==> src/rtl/tdd_seq_pkg.sv <==
package tdd_seq_pkg;
    typedef enum logic [1:0] {
        ST_IDLE    = 2'd0,
        ST_ARMED   = 2'd1,
        ST_WAITING = 2'd2,
        ST_RUNNING = 2'd3
    } seq_state_e;
endpackage

==> src/rtl/tdd_cfg_hold.sv <==
module tdd_cfg_hold #(
    parameter int CNT_W   = 16,
    parameter int BURST_W = 8
) (
    input  logic               clk,
    input  logic               rst_n,
    input  logic               enable_i,
    input  logic [CNT_W-1:0]   dly_i,
    input  logic [CNT_W-1:0]   len_i,
    input  logic [BURST_W-1:0] burst_i,
    output logic [CNT_W-1:0]   dly_o,
    output logic [CNT_W-1:0]   len_o,
    output logic [BURST_W-1:0] burst_o
);
    typedef struct packed {
        logic [CNT_W-1:0]   dly;
        logic [CNT_W-1:0]   len;
        logic [BURST_W-1:0] burst;
    } cfg_t;

    cfg_t cfg_d, cfg_q;

    always_comb begin
        cfg_d = cfg_q;
        if (!enable_i) begin
            cfg_d.dly   = dly_i;
            cfg_d.len   = len_i;
            cfg_d.burst = burst_i;
        end
    end

    always_ff @(posedge clk) begin
        if (!rst_n) cfg_q <= '0;
        else        cfg_q <= cfg_d;
    end

    assign dly_o   = cfg_q.dly;
    assign len_o   = cfg_q.len;
    assign burst_o = cfg_q.burst;


    cfg_frozen_chk: assert property (@(posedge clk) disable iff (!rst_n)
        enable_i |=> $stable(cfg_q));
endmodule

==> src/rtl/tdd_seq_core.sv <==
module tdd_seq_core
    import tdd_seq_pkg::*;
#(
    parameter int CNT_W   = 16,
    parameter int BURST_W = 8
) (
    input  logic               clk,
    input  logic               rst_n,
    input  logic               enable_i,
    input  logic               sync_i,
    input  logic               sync_rst_en_i,
    input  logic [CNT_W-1:0]   dly_i,
    input  logic [CNT_W-1:0]   len_i,
    input  logic [BURST_W-1:0] burst_i,
    output logic [CNT_W-1:0]   cnt_o,
    output seq_state_e         state_o,
    output logic               frame_end_o
);
    localparam logic [CNT_W-1:0]   CNT_ONE   = CNT_W'(1);
    localparam logic [BURST_W-1:0] BURST_ONE = BURST_W'(1);

    typedef struct packed {
        seq_state_e         state;
        logic [CNT_W-1:0]   cnt;
        logic [BURST_W-1:0] done;
    } core_t;

    core_t core_d, core_q;
    logic  frame_end_d;
    logic  sync_clr;
    logic  frame_last;

    always_comb begin
        core_d      = core_q;
        frame_end_d = 1'b0;
        sync_clr    = sync_i && sync_rst_en_i;
        frame_last  = (len_i <= CNT_ONE) || (core_q.cnt == len_i - CNT_ONE);
        if (!enable_i) begin
            core_d = '{state: ST_IDLE, cnt: '0, done: '0};
        end else begin
            unique case (core_q.state)
                ST_IDLE: begin
                    core_d = '{state: ST_ARMED, cnt: '0, done: '0};
                end
                ST_ARMED: begin
                    if (sync_i) core_d = '{state: ST_WAITING, cnt: '0, done: '0};
                end
                ST_WAITING: begin
                    if (sync_clr) begin
                        core_d.cnt = '0;
                    end else if (core_q.cnt == dly_i) begin
                        core_d.state = ST_RUNNING;
                        core_d.cnt   = '0;
                    end else begin
                        core_d.cnt = core_q.cnt + CNT_ONE;
                    end
                end
                ST_RUNNING: begin
                    if (sync_clr) begin
                        core_d.cnt = '0;
                    end else if (frame_last) begin
                        frame_end_d = 1'b1;
                        core_d.cnt  = '0;
                        core_d.done = core_q.done + BURST_ONE;
                        if (burst_i != '0 && (core_q.done + BURST_ONE) == burst_i)
                            core_d.state = ST_ARMED;
                    end else begin
                        core_d.cnt = core_q.cnt + CNT_ONE;
                    end
                end
                default: core_d = '{state: ST_IDLE, cnt: '0, done: '0};
            endcase
        end
    end

    always_ff @(posedge clk) begin
        if (!rst_n) core_q <= '{state: ST_IDLE, cnt: '0, done: '0};
        else        core_q <= core_d;
    end

    assign state_o     = core_q.state;
    assign cnt_o       = (core_q.state == ST_RUNNING) ? core_q.cnt : '0;
    assign frame_end_o = frame_end_d;


    disable_to_idle_chk: assert property (@(posedge clk) disable iff (!rst_n)
        !enable_i |=> (state_o == ST_IDLE && cnt_o == '0));


    idle_exit_chk: assert property (@(posedge clk) disable iff (!rst_n)
        (state_o == ST_IDLE) |=> (state_o == ST_IDLE || state_o == ST_ARMED));


    cnt_bound_chk: assert property (@(posedge clk) disable iff (!rst_n)
        (state_o == ST_RUNNING && len_i > CNT_ONE) |-> (cnt_o < len_i));


    wrap_zero_chk: assert property (@(posedge clk) disable iff (!rst_n)
        frame_end_o |=> (cnt_o == '0));


    cnt_step_chk: assert property (@(posedge clk) disable iff (!rst_n)
        (enable_i && state_o == ST_RUNNING && !frame_end_o && !(sync_i && sync_rst_en_i))
        |=> (cnt_o == $past(cnt_o) + CNT_ONE));


    armed_hold_chk: assert property (@(posedge clk) disable iff (!rst_n)
        (enable_i && state_o == ST_ARMED && !sync_i) |=> (state_o == ST_ARMED));
endmodule

==> src/rtl/tdd_frame_seq.sv <==
module tdd_frame_seq
    import tdd_seq_pkg::*;
#(
    parameter int CNT_W   = 16,
    parameter int BURST_W = 8
) (
    input  logic               clk,
    input  logic               rst_n,
    input  logic               enable_i,
    input  logic               sync_i,
    input  logic               sync_rst_en_i,
    input  logic [CNT_W-1:0]   startup_dly_i,
    input  logic [CNT_W-1:0]   frame_len_i,
    input  logic [BURST_W-1:0] burst_len_i,
    output logic [CNT_W-1:0]   frame_cnt_o,
    output logic [1:0]         state_o,
    output logic               running_o,
    output logic               frame_end_o
);
    logic [CNT_W-1:0]   dly_w, len_w;
    logic [BURST_W-1:0] burst_w;
    seq_state_e         state_w;

    tdd_cfg_hold #(.CNT_W(CNT_W), .BURST_W(BURST_W)) u_cfg (
        .clk      (clk),
        .rst_n    (rst_n),
        .enable_i (enable_i),
        .dly_i    (startup_dly_i),
        .len_i    (frame_len_i),
        .burst_i  (burst_len_i),
        .dly_o    (dly_w),
        .len_o    (len_w),
        .burst_o  (burst_w)
    );

    tdd_seq_core #(.CNT_W(CNT_W), .BURST_W(BURST_W)) u_core (
        .clk           (clk),
        .rst_n         (rst_n),
        .enable_i      (enable_i),
        .sync_i        (sync_i),
        .sync_rst_en_i (sync_rst_en_i),
        .dly_i         (dly_w),
        .len_i         (len_w),
        .burst_i       (burst_w),
        .cnt_o         (frame_cnt_o),
        .state_o       (state_w),
        .frame_end_o   (frame_end_o)
    );

    assign state_o   = state_w;
    assign running_o = (state_w == ST_RUNNING);


    running_flag_chk: assert property (@(posedge clk) disable iff (!rst_n)
        running_o |-> (state_o == 2'd3));
endmodule

==> config.mk <==
export PLATFORM = sky130hd
export DESIGN_NAME = tdd_frame_seq
export DESIGN_NICKNAME = d
export VERILOG_FILES = /design/src/rtl/tdd_seq_pkg.sv /design/src/rtl/tdd_cfg_hold.sv /design/src/rtl/tdd_seq_core.sv /design/src/rtl/tdd_frame_seq.sv
export SDC_FILE = /design/constraint.sdc
export NUM_CORES = 1
export LEC_CHECK = 0
export ABC_AREA = 1
export ABC_CLOCK_PERIOD_IN_PS = 2100
export BUFFER_PORTS_ARGS = -buffer_cell sky130_fd_sc_hd__buf_2
export CAP_MARGIN = 20
export CORE_MARGIN = 3
export CORE_UTILIZATION = 40
export DETAILED_ROUTE_END_ITERATION = 6
export HOLD_SLACK_MARGIN = 0.03
export PLACE_DENSITY_LB_ADDON = 0.1
export SLEW_MARGIN = 20
export SYNTH_ARGS = -nofsm -noshare
export SYNTH_HDL_FRONTEND = slang
export SYNTH_SLANG_ARGS = --single-unit
==> constraint.sdc <==
create_clock -name clk -period 2.1 [get_ports clk]
set_input_delay 0 -clock clk [delete_from_list [all_inputs] [get_ports clk]]
set_output_delay 0 -clock clk [all_outputs]
set_load 0.05 [all_outputs]
==> impl_metrics.yaml, run 1 <==
placed_design:
  place_congestion: 0.875
  pre_cts_ws_ps: -96.7
  placedCellCount: 873
  place_area_um2: 4740
  hpwl_um: 8510
  place.port_buffers: 64
grt:
  grt_pass1_wl_um: 19300
  antenna_found_initial: 0
  first_global_vias: 3995
  grt_usage_pct: 20.7
  overflow: 0
  grt_max_degree: 58
final_layout:
  n_antenna_cell: 0
  fillerInstances: 989
  drive_gt1_share_pct: 20.3
  final_common_cell: "nand2_1"
  design_area_um2: 5560
  utilization_pct: 55.6
  regArea_um2: 1330
  stdcell_count: 936
  nets: 852
  multiInputGateArea_um2: 2520
  syn_to_final_growth_pct: 32.6
  layout_common_cells: "nand2_1, nor2_1, inv_1"
cts:
  cts-buffers-inserted: 9
  root_buffer: "clkbuf_8"
  htreeDepth: 3
  cts_tree: "yes"
  cts_buffer_depth: 2
  cts_sinks: 66
  path_clk_slew_ps: 80
  clk_latency_ps: 350
route:
  vias: 4458
  drt_iter0_drc: 232
  ant_nets: 0
  wl_per_cell_um: 12.7
  first_pass_iters: 5
  drcViolationCount: 0
  viasPerCell: 4.76
  drt-total-wl_um: 11900
synth:
  ys_seq_elements: 66
  yosys_warnings: 0
  synth_area_per_cell_um2: 6.14
  synthTopCellsByArea: "dfxtp_1, nand2_1, nor2_1"
  synth_top_area_cell: "dfxtp_1"
  syn-cell-area_um2: 4190
  ys_seq_area_share_pct: 31.5
  synth_nets: 737
  synthCells: 683
  yosys.area.top_type_share_pct: 31.5
  yosysUniqueCellTypes: 30
setup_path:
  crit_arrival_ps: 2110
  critical-path-max-stage-delay_ps: 350
  cp_slowest_cell: "dfxtp_1"
  end_kind: "output pin"
  critical_path_class: "reg2out"
  crit_chain: "inv_2 > ha_4 > buf_4 > nand2_1 > a21o_1 > o211ai_1 > nor2_1 > nand2_1 > nor2_1 > nand2_1 > a21oi_2 > buf_6"
  worstPathMaxFanout: 5
  cp-start-kind: "register"
  crit_top_cell: "nand2_1"
  worst_ep_required_time_ps: 2100
floorplan:
  fp.dieW_um: 108
  core_area_um2: 10000
  die_h_um: 108
  placementRows: 36
  io_pins: 65
  die_area_um2: 11700
  start_util_pct: 41.9
timing:
  finalWorstSetupSlack_ps: -8.14
  slew_violations: 0
  finClkSkew_ps: 10.4
  finalCritPeriodShare_pct: 100
  slew_headroom_pct: 67.6
  setup_violations: 1
  max_clock_freq_mhz: 474
  rsz0062_at_grt: "true"
  min_period_ps: 2110
  hold_viol: 0
  setup_tns_ps: -8.14
  worst_pin_slew_ps: 487
outcome:
  violations: "negative setup slack"
  outcome: "finished with violations"
worst_hold_path:
  hp-class: "in2reg"
power:
  cellPowerDensity_nw_per_um2: 581
  peakVddDrop_mv: 0.355
  p_leak_uw: 0.00273
run:
  cap_violations: 0
## layer usage
layer | vias up | track usage [%] | wire (um)
met5 | - | 0 | 0
met4 | 0 | 3.79 | 82
met3 | 7 | 4.12 | 579
met2 | 103 | 31.4 | 5100
met1 | 1990 | 30.7 | 6110
li1 | 2358 | - | -
## kinds of logic after synthesis
| kind of cell | share of synthesized area (%) |
|---|---|
| flops | 31.5 |
| compound gates | 11.2 |
| xor+xnor | 7.10 |
| simple gates | 35.6 |
| buf+inv | 12.0 |
| fa+ha+maj | 2.69 |
## cell usage after synthesis, drive strengths merged
cell,count
o211ai,1
a21o,2
nand2,166
nand4,16
clkinv,1
buf,13
nand3,44
xnor2,19
ha,9
nor3,6
o21bai,2
inv,91
o21ai,47
a21oi,39
nand3b,3
nor2,121
dfxtp,66
clkbuf,21
or2,1
xor2,15
## area by class of cell
type	instances	share of cell area, %
clock inverter	5	1.13
tap	133	2.99
timing repair buffer	136	17.6
sequential	66	23.9
inverter	92	6.21
multi-input combinational	493	45.4
clock buffer	11	2.72
## worst paths after layout
| path | start | end | slack (ps) | cells after the start |
|---|---|---|---|---|
| setup / recovery | u_cfg.len_o[1]$_SDFFE_PN0N_ | frame_end_o | -8 | 12 |
| hold / removal | enable_i | u_core.core_q[13]$_SDFFE_PN0N_ | 140 | 4 |
| setup reg to reg | u_cfg.len_o[1]$_SDFFE_PN0N_ | u_core.core_q[6]$_SDFFE_PN0P_ | 40 | 16 |
| hold reg to reg | u_cfg.dly_o[0]$_SDFFE_PN0N_ | u_cfg.dly_o[0]$_SDFFE_PN0N_ | 480 | 2 |
## state kept, by name, summed over array words and instances (netlist names)
signal / flops
u_cfg.len_o: 16
u_cfg.burst_o: 8
u_cfg.dly_o: 16
u_core.core_q: 24
u_core.state_o: 2
## per-stage QoR
stage	hold slack, ps	power, uW
6_report	136	3230
4_1_cts	129	3200
3_5_place_dp	241	1990
3_3_place_gp	235	1980
2_1_floorplan	152	1810
5_1_grt	158	3420
## critical path, delay by kind of cell (launching register included)
family / cells / cell delay [ps]
simple gates: 5 / 490
compound gates: 3 / 380
buf+inv: 3 / 370
flops: 1 / 350
fa+ha+maj: 1 / 180
## what timing repair did
item	in CTS	in global routing
hold buffers	40	0
pin swaps	6	23
endpoints found under the hold margin	40	0
resized for setup	16	34
gates cloned	0	3
buffers inserted	0	4
endpoints found under the setup margin	27	27
## report_power, final
group	total [uW]	switching (uW)	leakage (uW)	internal (uW)
Combinational	705	400	0.00208	305
Sequential	1380	64.7	0.000545	1320
Clock	1140	524	0.000102	617
No activity file was read; power rests on OpenSTA's default activity.
==> inputs of run 2 (changes only) <==
Settings changed: ABC_CLOCK_PERIOD_IN_PS 2100 to 2450.
Clock period 2.1 ns to 2.45 ns, I/O delays scaled along.
==> run 2 against run 1 <==
  * The run now ends clean
  * Largest power group unchanged
  * Worst hold slack worse by 81 ps
  * Highest routed layer unchanged
  * Global-route usage is 0.12 points higher
  * Non-clock buffer count is 23 lower
  * Total power down 18%
  * Design area down 6.3%
  * Register-to-register slack better by 240 ps
  * Sequential share of layout area up 1.5 points
  * Clock power shrank 19%
  * Sequential power decreased by 14%
  * Routed wire length is 4.0% lower
  * Core utilization decreased by 3.5 points
  * Die area unchanged
==> impl_metrics.yaml, run 2 (synthesis gave the netlist of run 1 again) <==
setup_path:
  crit_arrival_ps: 2460
  end_kind: "register"
  critical_path_class: "reg2reg"
  cp-start-kind: "register"
  worstRegToRegCells: 13
  worstPathMaxFanout: 5
  r2r-start: "u_core.core_q[0]$_SDFFE_PN0P_"
  worst_ep_required_time_ps: 2740
  startpoint: "u_core.core_q[0]$_SDFFE_PN0P_"
power:
  seqPwrFrac_pct: 44.9
  switching_power_uw: 814
  intPower_uw: 1820
  p_comb_share_pct: 20.2
  p_leak_uw: 0.00258
  peakVddDrop_mv: 0.297
  p_sw_share_pct: 30.9
  clkPwrFrac_pct: 34.9
  cellPowerDensity_nw_per_um2: 506
final_layout:
  regMostFlops: "u_core.core_q"
  nets: 827
  layout_common_cells: "nand2_1, nor2_1, inv_1"
  syn_to_final_growth_pct: 24.3
  drive_gt1_share_pct: 13.6
  utilization_pct: 52.1
  n_antenna_cell: 0
  largest_reg_flops: 24
  final_common_cell: "nand2_1"
timing:
  rsz0062_at_grt: "false"
  setup_tns_ps: 0
  hold_viol: 0
  finalCritPeriodShare_pct: 88.6
  max_clock_freq_mhz: 461
  slew_headroom_pct: 59.9
  holdWs_ps: 55.3
  finClkSkew_ps: 14.9
  setup_violations: 0
  min_period_ps: 2170
  slew_violations: 0
  worst_pin_slew_ps: 601
outcome:
  outcome: "finished, final reports clean"
floorplan:
  core_area_um2: 10000
  die_area_um2: 11700
  io_pins: 65
  fp.dieW_um: 108
  die_h_um: 108
  start_util_pct: 41.9
  placementRows: 36
route:
  drt_iter0_drc: 225
  vias: 4258
  drt-total-wl_um: 11400
  viasPerCell: 4.67
  wl_per_cell_um: 12.5
  first_pass_iters: 5
  ant_nets: 0
  drcViolationCount: 0
cts:
  root_buffer: "clkbuf_8"
  cts_sinks: 66
  cts_buffer_depth: 2
  cts_tree: "yes"
  cts-buffers-inserted: 9
  clk_latency_ps: 340
  path_clk_slew_ps: 80
  htreeDepth: 3
run:
  cap_violations: 0
placed_design:
  place_congestion: 0.869
  place.port_buffers: 64
  hpwl_um: 8460
grt:
  antenna_found_initial: 0
  grt_usage_pct: 20.9
  grt_pass1_wl_um: 19400
  grt_max_degree: 42
  overflow: 0
  first_global_vias: 4017
worst_hold_path:
  hold_path_depth: 4
  hp-class: "in2reg"
  hp-start: "sync_i"
==> run 2: cell type report <==
class / instances / area (um^2)
sequential: 66 / 1320
tap: 133 / 166
clock buffer: 9 / 124
fill: 1040 / 4790
multi-input combinational: 491 / 2390
clock inverter: 7 / 70.1
inverter: 92 / 345
timing repair buffer: 113 / 791
==> run 2: repair_timing <==
item                                    CTS  global route
hold buffers                             40             0
endpoints found under the setup margin    0            22
endpoints found under the hold margin    40             0
resized for setup                         0            12
buffers inserted                          0             0
==> run 2: metal layers <==
metal / vias to the layer above / global-route usage [%] / part of all wire (%)
met3: 7 / 3.94 / 4.3
met4: 0 / 4.24 / 1.0
met5: - / 0 / 0
met1: 1861 / 30.9 / 53
met2: 85 / 31.6 / 42
li1: 2305 / - / -
==> run 2: path summary, 6_finish.rpt <==
kind / endpoint / slack (ps)
max: u_core.state_o[1]$_SDFFE_PN0P_ / 280
min: u_core.core_q[8]$_SDFFE_PN0N_ / 60
max reg2reg: u_core.state_o[1]$_SDFFE_PN0P_ / 280
min reg2reg: u_cfg.dly_o[3]$_SDFFE_PN0N_ / 480
==> run 2: stage by stage <==
stage	power, uW	area (um^2)	setup WS (ps)	std cells
floorplan	1550	4190	99.5	683
global placement	1670	4590	260	855
detailed placement	1680	4590	181	855
CTS	2650	5180	49.9	911
global route	2800	5210	10.4	911
finish	2630	5210	280	911
==> run 2: worst max-delay path, stage by stage, from the launching register on <==
cell and delay, ps:
dfxtp_1 460, ha_1 240, nand2_1 90, nor2_1 140
nand3_1 140, nand3_1 110, nand2_1 60, nor2_1 120
nand4_1 160, a21oi_1 270, nand3_1 140, nand2_1 80
inv_1 40, nor2_1 80
==> run 2: power groups by stage <==
| stage | combinational (uW) | clock [uW] | sequential [uW] |
|---|---|---|---|
| 5_1_grt | 613 | 992 | 1190 |
| 3_3_place_gp | 466 | 0 | 1210 |
| 2_1_floorplan | 360 | 0 | 1190 |
| 3_5_place_dp | 474 | 0 | 1210 |
| 4_1_cts | 525 | 940 | 1180 |
| 6_report | 532 | 919 | 1180 |
==> inputs of run 3 (changes only) <==
Settings changed: ABC_CLOCK_PERIOD_IN_PS 2450 to 1900.
Clock period 2.45 ns to 1.9 ns, I/O delays scaled along.
==> run 3 against run 2 <==
  * The flow now finishes with violations (negative setup slack)
  * Final cell count up 5.6%
  * Setup slack worse by 570 ps
  * Core utilization up 7.6 points
  * Routed wire length up 10%
  * Total power up 37%
  * Count of clock-buffer cells in the layout up 2
  * First-iteration DRC count up 4.9%
  * Critical path depth unchanged
  * Design area up 15%
  * Critical path type is now reg2out
  * Critical endpoint is now frame_end_o
  * Largest cell class unchanged
==> impl_metrics.yaml, run 3 (synthesis gave the netlist of run 1 again) <==
setup_path:
  worstPathMaxFanout: 4
  cp.buffers_inverters: 3
  critical_path.top_delay_family: "simple AND/OR/NAND/NOR gates"
  crit_arrival_ps: 2190
  r2r-end: "u_core.core_q[0]$_SDFFE_PN0P_"
  critical_path_class: "reg2out"
  end_kind: "output pin"
  cp-start-kind: "register"
  critical-path-max-stage-delay_ps: 360
  regToRegSetupSlack_ps: -220
  crit_top_cell: "nand2_1"
  cp_slowest_cell: "dfxtp_1"
  worstRegToRegCells: 18
  crit_chain: "inv_1 > nand2_1 > nor2_2 > nand3_1 > nand3_1 > nand2_1 > nor2_1 > nand2_1 > nor2_1 > nand2_1 > buf_4 > a21oi_4 > buf_6"
  r2r-start: "u_cfg.len_o[0]$_SDFFE_PN0N_"
  worst_ep_required_time_ps: 1900
placed_design:
  place_congestion: 0.934
  place.port_buffers: 64
  hpwl_um: 8740
  pre_cts_ws_ps: -199
  place_area_um2: 4970
floorplan:
  core_area_um2: 10000
  io_pins: 65
  fp.dieW_um: 108
  start_util_pct: 41.9
  die_h_um: 108
  placementRows: 36
  die_area_um2: 11700
timing:
  rsz0062_at_grt: "true"
  finalWorstSetupSlack_ps: -291
  max_clock_freq_mhz: 456
  slew_headroom_pct: 69.4
  worst_pin_slew_ps: 455
  min_period_ps: 2190
  finalCritPeriodShare_pct: 115
  hold_viol: 0
  setup_violations: 27
  finClkSkew_ps: 8.00
  slew_violations: 0
route:
  viasPerCell: 4.86
  wl_per_cell_um: 13.1
  drt_iter0_drc: 236
  first_pass_iters: 5
  drcViolationCount: 0
  ant_nets: 0
  drt-total-wl_um: 12600
  vias: 4676
cts:
  cts_buffer_depth: 2
  cts-buffers-inserted: 9
  htreeDepth: 3
  cts_sinks: 66
  clk_latency_ps: 350
  root_buffer: "clkbuf_8"
  cts_tree: "yes"
  path_clk_slew_ps: 80
power:
  p_leak_uw: 0.00284
  peakVddDrop_mv: 0.432
  cellPowerDensity_nw_per_um2: 603
grt:
  grt_pass1_wl_um: 20500
  overflow: 0
  grt_usage_pct: 22.1
  grt_max_degree: 39
  antenna_found_initial: 0
  first_global_vias: 4255
final_layout:
  nets: 878
  layout_common_cells: "nand2_1, nor2_1, inv_1"
  n_antenna_cell: 0
  final_common_cell: "nand2_1"
  design_area_um2: 5970
  syn_to_final_growth_pct: 42.3
  drive_gt1_share_pct: 26.3
  largest_reg_flops: 24
  regArea_um2: 1330
  regMostFlops: "u_core.core_q"
  multiInputGateArea_um2: 2670
  fillerInstances: 999
worst_hold_path:
  hp-start: "sync_i"
  hp-class: "in2reg"
  hold_path_depth: 5
  whs_endpoint: "u_core.core_q[10]$_SDFFE_PN0N_"
outcome:
  violations: "negative setup slack"
  outcome: "finished with violations"
run:
  cap_violations: 0
[run 3: worst reg2reg max path, cell delays in order (launching register included)]
cell	delay [ps]
dfxtp_2	320
inv_2	90
ha_4	180
nand2_4	80
nor2_4	180
buf_4	140
nand3b_1	60
nand2_1	60
nor2_1	40
nand2_1	50
nor2_1	40
nand2_1	100
buf_6	110
nand3_4	90
buf_6	150
buf_16	120
nand4_1	60
nand2_1	80
nor2_2	110
[run 3: metrics by stage]
step | hold slack [ps] | utilization (%) | TNS [ps] | power [uW] | cells
3_5_place_dp | 241 | 49.7 | -4270 | 2240 | 895
5_1_grt | 179 | 59.7 | -10950 | 3770 | 962
3_3_place_gp | 235 | 49.7 | -2790 | 2220 | 895
6_report | 164 | 59.7 | -5100 | 3600 | 962
2_1_floorplan | 152 | - | 0 | 2010 | 683
4_1_cts | 139 | 58.3 | -3910 | 3580 | 961
[run 3: what timing repair did]
action                                  CTS  global route
setup buffers                             6             1
hold buffers                             41             0
endpoints found under the hold margin    40             0
endpoints found under the setup margin   27            34
resized for setup                        35            37
gates cloned                              3             0
pin swaps                                 5            14
[run 3: final cells by class]
| type | instances | area share (%) |
|---|---|---|
| Tap cell | 133 | 2.79 |
| Inverter | 92 | 6.42 |
| Clock buffer | 11 | 2.54 |
| Timing Repair Buffer | 162 | 20.4 |
| Clock inverter | 5 | 0.881 |
| Sequential cell | 66 | 22.2 |
| Multi-Input combinational cell | 493 | 44.7 |
[run 3: how the worst max path moves through the flow]
stage                                    from                             to  slack [ps]  cells past startpoint
2_1_floorplan  u_core.state_o[0]$_SDFFE_PN0P_                 frame_cnt_o[7]          10                      6
3_3_place_gp      u_cfg.len_o[1]$_SDFFE_PN0N_  u_core.core_q[6]$_SDFFE_PN0P_        -120                     15
3_5_place_dp      u_cfg.len_o[1]$_SDFFE_PN0N_  u_core.core_q[4]$_SDFFE_PN0P_        -200                     15
4_1_cts           u_cfg.len_o[1]$_SDFFE_PN0N_                    frame_end_o        -260                     14
5_1_grt           u_cfg.len_o[0]$_SDFFE_PN0N_                    frame_end_o        -480                     14
6_report          u_cfg.len_o[2]$_SDFFE_PN0N_                    frame_end_o        -290                     13
[run 3: where the power goes]
group / switching (uW) / internal, uW
clock network: 552 / 671
logic: 472 / 374
registers: 70.5 / 1460
[run 3: layer usage]
metal | up-vias | share of wire [%] | track usage, %
li1 | 2416 | - | -
met1 | 2137 | 50 | 31.7
met2 | 111 | 44 | 34.5
met3 | 12 | 5.0 | 2.87
met4 | 0 | 1.3 | 6.76
met5 | - | 0 | 0
